--- src/rtl/idec_pkg.sv ---
package idec_pkg;

    localparam int XLEN     = 32;
    localparam int RIDX_W   = 5;
    localparam int SHAMT_W  = $clog2(XLEN);

    typedef enum logic [6:0] {
        OPC_LOAD   = 7'b0000011,
        OPC_FENCE  = 7'b0001111,
        OPC_OPIMM  = 7'b0010011,
        OPC_AUIPC  = 7'b0010111,
        OPC_STORE  = 7'b0100011,
        OPC_OP     = 7'b0110011,
        OPC_LUI    = 7'b0110111,
        OPC_BRANCH = 7'b1100011,
        OPC_JALR   = 7'b1100111,
        OPC_JAL    = 7'b1101111,
        OPC_SYSTEM = 7'b1110011
    } opc_e;

    typedef enum logic [3:0] {
        ALU_ADD   = 4'd0,
        ALU_SUB   = 4'd1,
        ALU_SLL   = 4'd2,
        ALU_SLT   = 4'd3,
        ALU_SLTU  = 4'd4,
        ALU_XOR   = 4'd5,
        ALU_SRL   = 4'd6,
        ALU_SRA   = 4'd7,
        ALU_OR    = 4'd8,
        ALU_AND   = 4'd9,
        ALU_PASSB = 4'd10
    } alu_op_e;

    typedef enum logic [2:0] {
        IMM_NONE,
        IMM_I,
        IMM_SH,
        IMM_S,
        IMM_B,
        IMM_U,
        IMM_J
    } imm_kind_e;

    typedef enum logic [1:0] {
        WB_ALU  = 2'd0,
        WB_MEM  = 2'd1,
        WB_LINK = 2'd2
    } wb_sel_e;

    typedef struct packed {
        logic       src_a_pc;
        logic       src_b_imm;
        logic       reg_we;
        wb_sel_e    wb_sel;
        logic       mem_rd;
        logic       mem_wr;
        logic [1:0] mem_size;
        logic       mem_uns;
        logic       branch;
        logic       br_inv;
        logic       jump;
        logic       env_call;
        logic       brk;
        logic       fence;
    } ctrl_t;

endpackage

--- src/rtl/idec_class.sv ---
// Opcode classification, minor-field legality and control generation.
module idec_class
    import idec_pkg::*;
(
    input  logic [XLEN-1:0] inst,
    output logic            legal,
    output ctrl_t           ctrl,
    output imm_kind_e       kind
);

    logic [6:0] opc;
    logic [2:0] f3;
    logic [6:0] f7;
    logic       sys_tail_zero;

    assign opc = inst[6:0];
    assign f3  = inst[14:12];
    assign f7  = inst[31:25];
    // rd, funct3 and rs1 all zero: common to both system forms
    assign sys_tail_zero = (inst[19:7] == '0);

    always_comb begin
        legal = 1'b0;
        ctrl  = '0;
        kind  = IMM_NONE;
        unique case (opc)
            OPC_OPIMM: begin
                unique case (f3)
                    3'b001:  legal = (f7 == 7'b0000000);
                    3'b101:  legal = (f7 == 7'b0000000) || (f7 == 7'b0100000);
                    default: legal = 1'b1;
                endcase
                ctrl.src_b_imm = 1'b1;
                ctrl.reg_we    = 1'b1;
                ctrl.wb_sel    = WB_ALU;
                kind           = (f3[1:0] == 2'b01) ? IMM_SH : IMM_I;
            end
            OPC_OP: begin
                legal = (f7 == 7'b0000000) ||
                        ((f7 == 7'b0100000) && ((f3 == 3'b000) || (f3 == 3'b101)));
                ctrl.reg_we = 1'b1;
                ctrl.wb_sel = WB_ALU;
            end
            OPC_LUI: begin
                legal          = 1'b1;
                ctrl.src_b_imm = 1'b1;
                ctrl.reg_we    = 1'b1;
                kind           = IMM_U;
            end
            OPC_AUIPC: begin
                legal          = 1'b1;
                ctrl.src_a_pc  = 1'b1;
                ctrl.src_b_imm = 1'b1;
                ctrl.reg_we    = 1'b1;
                kind           = IMM_U;
            end
            OPC_JAL: begin
                legal          = 1'b1;
                ctrl.src_a_pc  = 1'b1;
                ctrl.src_b_imm = 1'b1;
                ctrl.reg_we    = 1'b1;
                ctrl.jump      = 1'b1;
                ctrl.wb_sel    = WB_LINK;
                kind           = IMM_J;
            end
            OPC_JALR: begin
                legal          = (f3 == 3'b000);
                ctrl.src_b_imm = 1'b1;
                ctrl.reg_we    = 1'b1;
                ctrl.jump      = 1'b1;
                ctrl.wb_sel    = WB_LINK;
                kind           = IMM_I;
            end
            OPC_BRANCH: begin
                legal       = (f3[2:1] != 2'b01);
                ctrl.branch = 1'b1;
                ctrl.br_inv = f3[0];
                kind        = IMM_B;
            end
            OPC_LOAD: begin
                legal          = (f3[1:0] != 2'b11) && !(f3[2] && f3[1]);
                ctrl.src_b_imm = 1'b1;
                ctrl.reg_we    = 1'b1;
                ctrl.mem_rd    = 1'b1;
                ctrl.wb_sel    = WB_MEM;
                ctrl.mem_size  = f3[1:0];
                ctrl.mem_uns   = f3[2];
                kind           = IMM_I;
            end
            OPC_STORE: begin
                legal          = !f3[2] && (f3[1:0] != 2'b11);
                ctrl.src_b_imm = 1'b1;
                ctrl.mem_wr    = 1'b1;
                ctrl.mem_size  = f3[1:0];
                kind           = IMM_S;
            end
            OPC_FENCE: begin
                legal      = (f3 == 3'b000);
                ctrl.fence = 1'b1;
            end
            OPC_SYSTEM: begin
                ctrl.env_call = sys_tail_zero && (inst[31:20] == 12'd0);
                ctrl.brk      = sys_tail_zero && (inst[31:20] == 12'd1);
                legal         = ctrl.env_call || ctrl.brk;
            end
            default: legal = 1'b0;
        endcase
        if (!legal) begin
            ctrl = '0;
            kind = IMM_NONE;
        end
    end

endmodule

--- src/rtl/idec_alusel.sv ---
// ALU operation selection from opcode and minor fields.
module idec_alusel
    import idec_pkg::*;
(
    input  logic [6:0] opc,
    input  logic [2:0] f3,
    input  logic       alt,      // inst[30]
    output alu_op_e    alu_op
);

    alu_op_e arith_op;

    // shared by both ALU classes; subtract only for the register form
    always_comb begin
        unique case (f3)
            3'b000:  arith_op = (alt && (opc == OPC_OP)) ? ALU_SUB : ALU_ADD;
            3'b001:  arith_op = ALU_SLL;
            3'b010:  arith_op = ALU_SLT;
            3'b011:  arith_op = ALU_SLTU;
            3'b100:  arith_op = ALU_XOR;
            3'b101:  arith_op = alt ? ALU_SRA : ALU_SRL;
            3'b110:  arith_op = ALU_OR;
            default: arith_op = ALU_AND;
        endcase
    end

    always_comb begin
        unique case (opc)
            OPC_OPIMM,
            OPC_OP:     alu_op = arith_op;
            OPC_LUI:    alu_op = ALU_PASSB;
            OPC_BRANCH: begin
                unique case (f3[2:1])
                    2'b00:   alu_op = ALU_SUB;
                    2'b10:   alu_op = ALU_SLT;
                    2'b11:   alu_op = ALU_SLTU;
                    default: alu_op = ALU_ADD;
                endcase
            end
            default:    alu_op = ALU_ADD;
        endcase
    end

endmodule

--- src/rtl/idec_immgen.sv ---
// Immediate assembly for every layout, sign-extended to XLEN.
module idec_immgen
    import idec_pkg::*;
(
    input  logic [31:7]     fld,
    input  imm_kind_e       kind,
    output logic [XLEN-1:0] imm
);

    localparam int EXT_I = XLEN - 12;
    localparam int EXT_B = XLEN - 13;
    localparam int EXT_J = XLEN - 21;
    localparam int EXT_U = XLEN - 32;

    logic [XLEN-1:0] imm_i, imm_s, imm_b, imm_u, imm_j, imm_sh;
    logic            sgn;

    assign sgn    = fld[31];
    assign imm_i  = {{EXT_I{sgn}}, fld[31:20]};
    assign imm_s  = {{EXT_I{sgn}}, fld[31:25], fld[11:7]};
    assign imm_b  = {{EXT_B{sgn}}, fld[31], fld[7], fld[30:25], fld[11:8], 1'b0};
    assign imm_j  = {{EXT_J{sgn}}, fld[31], fld[19:12], fld[20], fld[30:21], 1'b0};
    assign imm_sh = {{(XLEN-SHAMT_W){1'b0}}, fld[20 +: SHAMT_W]};

    generate
        if (EXT_U > 0) begin : g_u_wide
            assign imm_u = {{EXT_U{sgn}}, fld[31:12], 12'b0};
        end else begin : g_u_exact
            assign imm_u = {fld[31:12], 12'b0};
        end
    endgenerate

    always_comb begin
        unique case (kind)
            IMM_I:   imm = imm_i;
            IMM_SH:  imm = imm_sh;
            IMM_S:   imm = imm_s;
            IMM_B:   imm = imm_b;
            IMM_U:   imm = imm_u;
            IMM_J:   imm = imm_j;
            default: imm = '0;
        endcase
    end

endmodule

--- src/rtl/int_inst_decoder.sv ---
module int_inst_decoder
    import idec_pkg::*;
(
    input  logic [31:0] inst_i,
    output logic [4:0]  rd_o,
    output logic [4:0]  rs1_o,
    output logic [4:0]  rs2_o,
    output logic [31:0] imm_o,
    output logic [3:0]  alu_op_o,
    output logic        src_a_pc_o,
    output logic        src_b_imm_o,
    output logic        reg_we_o,
    output logic [1:0]  wb_sel_o,
    output logic        mem_rd_o,
    output logic        mem_wr_o,
    output logic [1:0]  mem_size_o,
    output logic        mem_unsigned_o,
    output logic        branch_o,
    output logic        br_inv_o,
    output logic        jump_o,
    output logic        env_call_o,
    output logic        brk_o,
    output logic        fence_o,
    output logic        illegal_o
);

    logic      legal;
    ctrl_t     ctrl;
    imm_kind_e kind;
    alu_op_e   alu_raw;

    idec_class u_class (
        .inst  (inst_i),
        .legal (legal),
        .ctrl  (ctrl),
        .kind  (kind)
    );

    idec_alusel u_alusel (
        .opc    (inst_i[6:0]),
        .f3     (inst_i[14:12]),
        .alt    (inst_i[30]),
        .alu_op (alu_raw)
    );

    idec_immgen u_immgen (
        .fld  (inst_i[31:7]),
        .kind (kind),
        .imm  (imm_o)
    );

    assign rd_o  = inst_i[11:7];
    assign rs1_o = inst_i[19:15];
    assign rs2_o = inst_i[24:20];

    assign alu_op_o       = legal ? alu_raw : ALU_ADD;
    assign src_a_pc_o     = ctrl.src_a_pc;
    assign src_b_imm_o    = ctrl.src_b_imm;
    assign reg_we_o       = ctrl.reg_we;
    assign wb_sel_o       = ctrl.wb_sel;
    assign mem_rd_o       = ctrl.mem_rd;
    assign mem_wr_o       = ctrl.mem_wr;
    assign mem_size_o     = ctrl.mem_size;
    assign mem_unsigned_o = ctrl.mem_uns;
    assign branch_o       = ctrl.branch;
    assign br_inv_o       = ctrl.br_inv;
    assign jump_o         = ctrl.jump;
    assign env_call_o     = ctrl.env_call;
    assign brk_o          = ctrl.brk;
    assign fence_o        = ctrl.fence;
    assign illegal_o      = !legal;

endmodule

--- config.mk ---
export PLATFORM = sky130hd
export DESIGN_NAME = int_inst_decoder
export DESIGN_NICKNAME = d
export VERILOG_FILES = /design/src/rtl/idec_pkg.sv /design/src/rtl/idec_class.sv /design/src/rtl/idec_alusel.sv /design/src/rtl/idec_immgen.sv /design/src/rtl/int_inst_decoder.sv
export SDC_FILE = /design/constraint.sdc
export NUM_CORES = 1
export LEC_CHECK = 0
export BUFFER_PORTS_ARGS = -buffer_cell sky130_fd_sc_hd__buf_2
export CAP_MARGIN = 0
export CELL_PAD_IN_SITES_DETAIL_PLACEMENT = 0
export CELL_PAD_IN_SITES_GLOBAL_PLACEMENT = 1
export CORE_ASPECT_RATIO = 0.9
export CORE_MARGIN = 1
export CORE_UTILIZATION = 30
export DETAILED_ROUTE_END_ITERATION = 10
export PLACE_DENSITY = 0.86
export SLEW_MARGIN = 5
export SYNTH_ARGS = -nofsm -noshare
export SYNTH_HDL_FRONTEND = slang
export SYNTH_SLANG_ARGS = --single-unit
--- constraint.sdc ---
create_clock -name vclk -period 3.4
set_input_delay 0.34 -clock vclk [all_inputs]
set_output_delay 0.34 -clock vclk [all_outputs]
set_load 0.02 [all_outputs]
==> out/metrics.csv <==
stage;metric;value;unit
run_status;outcome;finished clean;
floorplanning;io_pins;100;
synthesis;synth_top_area_cell;nand2_1;
synthesis;yosysUniqueCellTypes;48;
routing;detail_route.wl_per_cell;13.50;µm
global_route;grtUsageTotal;17.18;%
sta;finalSetupViolations;0;
floorplanning;initial_utilization;32.32;%
cells_and_area;final_cells;331;
routing;drt_iter0_drc;79;
sta;finalCritPeriodShare;86.55;%
floorplanning;die_y;65.91;µm
hold_path;hold_path_class;primary input to primary output;
hold_path;holdPathEnd;rd_o[1];
clocking;hold_buffers;0;
synthesis;yosys_warnings;0;
sta;rsz0062_at_grt;false;
sta;drv_slew;0;
global_route;grt-busiest-layer;met2;
cells_and_area;area_delta_synth_final;26.75;%
place;dp.cells;331;
floorplanning;rows;22;
synthesis;syn-instance-count;199;
floorplanning;core;4212;µm²
global_route;grt_pass1_wl;6748;µm
clocking;post_cts_resized;0;
sta;slew_headroom;49.29;%
critical_path;cp-end-kind;primary output;
power_and_ir_drop;p_sw;82.71;µW
routing;drt_wl_total;4470;µm
critical_path;critPathRequiredTime;3.06;ns
critical_path;worstSetupStartpointType;primary input;
routing;drc_errors;0;
floorplanning;die_width;73.01;µm
place;hpwlAfterDp;3660;µm
routing;vias;1736;
power_and_ir_drop;ir_drop;0.00004336;V
power_and_ir_drop;switching_share;67.04;%
hold_path;min-delay-start;inst_i[8];
cells_and_area;clkbuf_count;0;
global_route;antenna_found_initial;0;
cells_and_area;final_util;40.97;%
cells_and_area;antenna_cells;0;
place;place.gp.congestion;0.8640;
routing;ant_nets;0;
sta;setup_tns;0;ns
routing;firstDrtPassIters;4;
critical_path;cp.arrival;2.60;ns
cells_and_area;seq_cell_count;0;
sta;finalCriticalPeriod;2.943;ns
global_route;gr-usage-met3;0.3049;%
cells_and_area;final_net_count;305;
global_route;met2_usage;29.63;%
synthesis;yosys.cell_count.top_type;nand2_1;
routing;detail_route.vias_per_cell;5.245;
synthesis;synth_top_cell_area_share;10.20;%
sta;final-hold-violation-count;0;
sta;max_freq;339.8;MHz
power_and_ir_drop;seqPwrFrac;0;%
synthesis;synthesis.nets;231;
flow_run;maxCapViolations;0;
global_route;grt_pass1_vias;1386;
place;io_buffer_count;100;
synthesis;synthTopCellsByArea;nand2_1 (10%), buf_4 (9.4%), o31ai_1 (7.7%);
sta;worst_slew_pin_slew;0.7512;ns
global_route;overflow;0;
power_and_ir_drop;p_int;40.66;µW
power_and_ir_drop;p_leak;0.8190;nW
clocking;post-cts-setup-buffers;0;
hold_path;hold_depth;2;
critical_path;worstSetupPathType;primary input to primary output;
synthesis;yosysSeqAreaShare;0;%
global_route;grt_max_degree;26;
power_and_ir_drop;clkPwrFrac;0;%
cells_and_area;drive_gt1_share;50.18;%
cells_and_area;seq_area;0;µm²
floorplanning;die-area;4811;µm²
power_and_ir_drop;comb_power_share;100.0;%
global_route;grtUsageMet1;25.07;%
power_and_ir_drop;power_density;71.50;nW/µm²
synthesis;syn_area;1361;µm²
synthesis;avgSynthCellArea;6.841;µm²
power_and_ir_drop;p_total;123.4;µW
synthesis;synth_common_cells;nand2_1 (37), buf_4 (17), o31ai_1 (14), nor2_1 (11), nor2b_1 (8);
critical_path;cp_max_fo;17;
-- cell type report --
| class | count | area, µm² |
|---|---|---|
| Fill cell | 456 | 2486 |
| Multi-Input combinational cell | 162 | 1097 |
| Timing Repair Buffer | 105 | 538.0 |
| Tap cell | 60 | 75.07 |
| Inverter | 4 | 15.01 |
-- per-layer routing --
metal	wire, µm	vias to the layer above
met5	0	-
met4	0	0
met3	371	0
met2	1987	92
met1	2111	785
li1	-	859
-- worst max-delay path by stage --
stage / end / start / cells after the start
5_1_grt: imm_o[12] / inst_i[3] / 8
2_1_floorplan: imm_o[19] / inst_i[3] / 8
4_1_cts: imm_o[15] / inst_i[3] / 8
3_3_place_gp: imm_o[20] / inst_i[3] / 9
6_report: imm_o[20] / inst_i[3] / 9
3_5_place_dp: imm_o[15] / inst_i[3] / 8
-- power groups by stage --
stage	Sequential (mW)	Combinational (mW)	Clock [mW]
finish	0	0.123	0
global route	0	0.135	0
CTS	0	0.123	0
detailed placement	0	0.123	0
global placement	0	0.123	0
floorplan	0	0.0908	0
-- cells by family after synthesis --
family                 count (synthesis)  share of synthesized area (%)
multiplexers                           1                         0.7353
AO/OA/AOI/OAI                         52                          31.80
buffers and inverters                 37                          19.39
XOR/XNOR                               1                         0.6435
AND/OR/NAND/NOR                      108                          47.43
-- metrics by stage --
stage                     hold slack (ns)  cell area (µm²)  setup slack [ns]
after global placement             0.9317             1725            0.4929
after global routing               0.9391             1725            0.2487
after floorplan                    0.7695             1361            0.7384
after detailed placement           0.9314             1725            0.4569
after CTS                          0.9328             1725            0.4705
final                              0.9302             1725            0.4574
-- worst max-delay path: stages --
cell and delay (ns):
buf_2 0.16, nand4bb_1 0.47, nor4b_4 0.53, a211oi_2 0.12, a21oi_2 0.26, nor3_2 0.06, buf_4 0.21, o31ai_1 0.24
buf_2 0.21
-- placed cells by master, fill, tap and decap left out, types with 2 or more instances in the layout --
master	instances
a211oi_1	2
a21oi_1	2
a21oi_2	7
a31oi_1	2
and2_1	5
and3_1	2
buf_2	100
buf_4	5
inv_1	4
nand2_1	37
nand2b_1	3
nand3_1	5
nand3b_1	2
nand4_1	2
nor2_1	11
nor2_2	2
nor2b_1	8
nor3_1	7
nor3_2	3
nor3_4	2
nor3b_2	6
nor4_1	5
o211a_1	2
o211ai_1	2
o21ai_0	7
o31ai_1	14
o31ai_2	6
Note: power is estimated with default switching activity, not from simulation.
